==> config.mk <==
export PLATFORM = sky130hd
export DESIGN_NAME = simd_pred_array
export DESIGN_NICKNAME = d
export VERILOG_FILES = /design/src/rtl/simd_pkg.sv /design/src/rtl/simd_lane.sv /design/src/rtl/simd_flag_reduce.sv /design/src/rtl/simd_seq.sv /design/src/rtl/simd_pred_array.sv
export SDC_FILE = /design/constraint.sdc
export NUM_CORES = 1
export LEC_CHECK = 0
export ABC_AREA = 1
export BUFFER_PORTS_ARGS = -buffer_cell sky130_fd_sc_hd__clkbuf_2
export CORE_UTILIZATION = 57
export CTS_CLUSTER_SIZE = 28
export DETAILED_ROUTE_END_ITERATION = 6
export PLACE_DENSITY = 0.91
export RECOVER_POWER = 50
export SKIP_CTS_REPAIR_TIMING = 1
export SLEW_MARGIN = 10
export SYNTH_ARGS = -nofsm -noshare
export SYNTH_HDL_FRONTEND = slang
export SYNTH_SLANG_ARGS = --single-unit
==> constraint.sdc <==
create_clock -name clk -period 4.6 [get_ports clk]
set_input_delay 0.46 -clock clk [delete_from_list [all_inputs] [get_ports clk]]
set_output_delay 0.46 -clock clk [all_outputs]
set_load 0.02 [all_outputs]
==> src/rtl/simd_pkg.sv <==
package simd_pkg;

    typedef enum logic [2:0] {
        S_IDLE,
        S_EVAL,
        S_THEN,
        S_ELSE,
        S_DONE
    } seq_state_t;

    typedef enum logic [1:0] {
        OP_NOP,
        OP_EVAL,
        OP_THEN,
        OP_ELSE
    } lane_op_t;

endpackage

==> src/rtl/simd_lane.sv <==
module simd_lane
    import simd_pkg::*;
#(
    parameter int W        = 16,
    parameter int INC_STEP = 1,
    parameter int DEC_STEP = 2
) (
    input  logic         clk,
    input  logic         rst_n,
    input  logic         load_en,
    input  logic [W-1:0] load_val,
    input  lane_op_t     op,
    output logic [W-1:0] elem_q,
    output logic         mask_q,
    output logic         pred
);
    localparam logic [W-1:0] INC_V = W'(INC_STEP);
    localparam logic [W-1:0] DEC_V = W'(DEC_STEP);

    // zero or positive: sign bit clear
    assign pred = ~elem_q[W-1];

    always_ff @(posedge clk) begin
        if (!rst_n) begin
            elem_q <= '0;
            mask_q <= 1'b0;
        end else if (load_en) begin
            elem_q <= load_val;
        end else begin
            unique case (op)
                OP_EVAL: mask_q <= pred;
                OP_THEN: if (mask_q)  elem_q <= elem_q + INC_V;
                OP_ELSE: if (!mask_q) elem_q <= elem_q - DEC_V;
                default: ;
            endcase
        end
    end
endmodule

==> src/rtl/simd_flag_reduce.sv <==
module simd_flag_reduce #(
    parameter int LANES = 8
) (
    input  logic [LANES-1:0] pred_vec,
    input  logic [LANES-1:0] mask_vec,
    output logic             any_pred,
    output logic             any_clear
);
    assign any_pred  = |pred_vec;
    assign any_clear = |(~mask_vec);
endmodule

==> src/rtl/simd_seq.sv <==
module simd_seq
    import simd_pkg::*;
(
    input  logic       clk,
    input  logic       rst_n,
    input  logic       start,
    input  logic       any_pred,
    input  logic       any_clear,
    output seq_state_t state_q,
    output lane_op_t   op,
    output logic       busy,
    output logic       done
);
    seq_state_t state_d;

    always_comb begin
        state_d = state_q;
        unique case (state_q)
            S_IDLE: if (start) state_d = S_EVAL;
            S_EVAL: state_d = any_pred  ? S_THEN : S_ELSE;
            S_THEN: state_d = any_clear ? S_ELSE : S_DONE;
            S_ELSE: state_d = S_DONE;
            S_DONE: state_d = S_IDLE;
            default: state_d = S_IDLE;
        endcase
    end

    always_ff @(posedge clk) begin
        if (!rst_n) state_q <= S_IDLE;
        else        state_q <= state_d;
    end

    always_comb begin
        op   = OP_NOP;
        busy = 1'b1;
        done = 1'b0;
        unique case (state_q)
            S_IDLE: busy = 1'b0;
            S_EVAL: op = OP_EVAL;
            S_THEN: op = OP_THEN;
            S_ELSE: op = OP_ELSE;
            S_DONE: done = 1'b1;
            default: ;
        endcase
    end
endmodule

==> src/rtl/simd_pred_array.sv <==
module simd_pred_array
    import simd_pkg::*;
#(
    parameter int LANES    = 8,
    parameter int W        = 16,
    parameter int INC_STEP = 1,
    parameter int DEC_STEP = 2
) (
    input  logic               clk,
    input  logic               rst_n,
    input  logic               load,
    input  logic [LANES*W-1:0] load_data,
    input  logic               start,
    output logic               busy,
    output logic               done,
    output logic [LANES*W-1:0] rd_data
);
    seq_state_t       state_q;
    lane_op_t         op;
    logic [LANES-1:0] pred_vec;
    logic [LANES-1:0] mask_vec;
    logic             any_pred;
    logic             any_clear;
    logic             load_en;

    assign load_en = load & ~busy;

    simd_seq seq_i (
        .clk       (clk),
        .rst_n     (rst_n),
        .start     (start),
        .any_pred  (any_pred),
        .any_clear (any_clear),
        .state_q   (state_q),
        .op        (op),
        .busy      (busy),
        .done      (done)
    );

    simd_flag_reduce #(.LANES(LANES)) red_i (
        .pred_vec  (pred_vec),
        .mask_vec  (mask_vec),
        .any_pred  (any_pred),
        .any_clear (any_clear)
    );

    for (genvar g = 0; g < LANES; g++) begin : g_lane
        simd_lane #(
            .W        (W),
            .INC_STEP (INC_STEP),
            .DEC_STEP (DEC_STEP)
        ) lane_i (
            .clk      (clk),
            .rst_n    (rst_n),
            .load_en  (load_en),
            .load_val (load_data[g*W +: W]),
            .op       (op),
            .elem_q   (rd_data[g*W +: W]),
            .mask_q   (mask_vec[g]),
            .pred     (pred_vec[g])
        );
    end
endmodule

==> summary.md <==
| Metric | Value |
|---|---|
| Status | finished, violations left |
| Violated checks | design-rule violations, max-capacitance violations, max-slew violations |
| Seq pwr share | between 20% and 30% |
| Vias in the first global route | approximately 14000 |
| Clock-pin slew on the worst setup and hold paths | 0.06 ns |
| Syn Nets | 2598 |
| Synth Flop Type | dfxtp_1 |
| CP endpoint kind | register |
| CTS Buffer Depth | 2 |
| DRT Pass-1 Iters | 7 |
| Min Tclk post-route | 2.92 ns |
| Drt initial violations | 1520 |
| Total gr overflow | 0 |
| Synthesis-to-layout area growth | 11.8% |
| TritonCTS clock tree | built |
| Post-synth top cells | nand2_1, nor2_1, nand3_1, inv_1, a21oi_1 |
| Ys async rst share | 0% |
| PwrDens | 508 mW/mm^2 |
| FP Rows | 54 |
| Clock Skew | 0.0141 ns |
| CP max FO | slightly above 50 |
| Layout Cells excl Fill | 2881 |
| Fin. Hold Viols | 0 |
| Mux share of post-synthesis cell area | 0% |
| DR vias/cell | 5.60 |
| ANT nets after route | 0 |
| Synth Instances | about 2400 |
| Core ar. | 0.0220 sq mm |
| Fill count | about 2200 |
| IO Port Bufs | 261 |
| Switching part of the total | 51.8% |
| LEAKAGE | 0.00667 uW |
| Placed cells | approximately 2800 |
| Register area share after synthesis | 21.6% |
| Sw Pwr | ~3800 uW |
| Max-slew violation count | around 100 |
| Final WL | 41.3 mm |
| WP data arrival | 3.25 ns |
| Yosys top cell area share | 26.8% |
| Post-synth EDFFs | 0 |
| Initial antenna violation count | 2 |
| Max-Cap Viols | 2 |
| GR Util All Layers | between 30% and 40% |
| Combinational power share | 53.0% |
| Post-synth cell types | 36 |
| Clk pwr share | 18.9% |
| Wire length per cell | 14.3 um |
| RSZ-0062 raised after global routing | no |
| Sink Count | ~140 |
| Initial Util | 58.6% |
| Share of cells above drive strength 1 | under 10% |
| XOR/XNOR Fraction of Synth Area | 2.99% |
| Synth area leaders | nand2_1, dfxtp_1, nor2_1, nand3_1, a21oi_1 |
| IO Count | 262 |
| Synthesis warning total | 0 |
| Main combinational cell family by area after synthesis | simple AND/OR/NAND/NOR gates |
| Startpoint types | input pin |
| Min-Delay Path Class | input pin to register |
| Compound-cell area share of the yosys netlist | 13.2% |
| Chip width | 152 um |
| Fin nets | 2744 |
| Tcrit/Tclk final | 63.5% |
| Slew at the pin closest to its max-slew limit | about 2.6 ns |
| Relative slew margins | -70.9% |
| Clock buffer count from CTS | 17 |
| RePlAce Congestion | 0.949 |
| CP Data Required Time | 4.93 ns |
| DRC | 21 |
| Largest net degree at the start of global routing | around 190 |
| Full die area | 0.0232 sq mm |
| Global-route wire length before repair | 67.7 mm |
| Count leader, synth | nand2_1 |
| Internal power | 3520 uW |
| Fin util | 65.5% |
| Crit Path Category | input pin to register |
| Via count | 16100 |
| Final Setup Violations | 0 |
| Cell taking the most area after synthesis | nand2_1 |
| Chip height | about 150 um |
| Depth of the CTS H-tree | 4 |
| Setup TNS | 0 ns |
| Worst-Skew Late Latency | 0.44 ns |
| Adder-cell share of the synthesized area | 2.33% |
| Post-Syn Area per Cell | 5.27 sq um |
| CTS root buf | clkbuf_16 |
| DP HPWL | 29.3 mm |
| Synthesized area | 0.0129 sq mm |
| Simple-gate share of the synthesized area | between 50% and 60% |
| Yosys reg bits | 139 |
| Peak VDD IR | ~0.00032 V |
| FMAX | between 300 and 400 MHz |
==> flip-flops by register name, indices dropped and copies added (netlist names) <==
name and count:
g_lane.lane_i.elem_q 128, g_lane.lane_i.mask_q 8, seq_i.state_q 3
==> metrics by stage <==
stage                     hold slack (ns)  instance area [sq um]  setup slack (ns)  power (uW)
after floorplan                     0.466                  12900              2.92        4950
after global placement              0.486                  14000              1.92        5780
after detailed placement            0.499                  14000              1.88        5900
after CTS                           0.265                  14600              1.86        7290
after global routing                0.264                  14400              1.37        7920
final                               0.265                  14400              1.68        7300
==> final cells by class <==
cell class              count  area (sq um)  area share (%)
multi-input cells        1998          8840            61.4
flip-flops and latches    139          2780            19.3
diodes                      1          2.50          0.0174
repair buffers            273          1240            8.63
well taps                 280           350            2.44
inverters                 159           603            4.19
clock buffers              18           439            3.05
clock inverters            13           128           0.887
==> worst max-delay path, stage by stage <==
cell      delay [ns]
clkbuf_1        0.45
clkinv_2        0.15
clkbuf_1        1.83
nor2_1          0.13
nand2_1         0.15
inv_1           0.04
==> placed cells by master (no fill, tap or decap), types with 2 or more instances in the layout <==
cell,netlist,final
a211oi_1,2,2
a21oi_1,140,140
a31oi_1,11,11
buf_4,7,8
bufinv_16,0,2
clkbuf_1,74,128
clkbuf_16,0,17
clkbuf_2,1,136
clkinv_2,1,10
clkinv_4,0,2
clkinvlp_4,0,2
dfxtp_1,139,139
ha_1,24,24
inv_1,144,144
inv_2,13,11
nand2_1,918,918
nand3_1,170,170
nand3_4,2,2
nand3b_1,9,9
nand4_1,39,39
nor2_1,444,444
nor2_2,4,3
nor2_4,3,4
nor3_1,7,7
nor4_1,3,3
o211ai_1,9,9
o21ai_0,119,119
o21ai_1,41,41
o21ai_2,2,2
o31ai_1,3,3
xnor2_1,8,8
xor2_1,36,36
==> path summary, 6_finish.rpt <==
path                                               from  slack [ns]                         end  cells after the start
worst max-delay path                              rst_n        1.68  g_lane[5].lane_i.elem_q[5]                      6
worst min-delay path                              start        0.26            seq_i.state_q[0]                      3
worst max register to register         seq_i.state_q[1]        1.74  g_lane[4].lane_i.elem_q[9]                      9
worst min register to register  g_lane[2].lane_i.mask_q        0.52     g_lane[2].lane_i.mask_q                      2
==> cell families (layout without fill, tap and decap cells) <==
family,count (synthesis),after routing
buffers and inverters,305,463
and+or+nand+nor,1602,1602
other,0,1
xor gates and xnor gates,44,44
DFF,139,139
AOI/OAI and AO/OA,328,328
adders and majority gates,24,24
==> power by group through the flow <==
stage / Sequential [uW] / Clock [uW] / Combinational, uW
floorplan: 2040 / 0 / 2910
global placement: 2040 / 0 / 3740
detailed placement: 2050 / 0 / 3850
CTS: 2020 / 1380 / 3880
global route: 2100 / 1440 / 4390
finish: 2050 / 1380 / 3870
==> layer usage <==
metal / part of all wire (%) / up-vias / GRT usage, %
met5: 0.032 / - / 0
met4: 3.2 / 2 / 15.2
met3: 9.5 / 114 / 5.77
met2: 46 / 831 / 57.4
met1: 42 / 7130 / 44.6
li1: - / 8043 / -
Power figures use the tool's default switching activity.
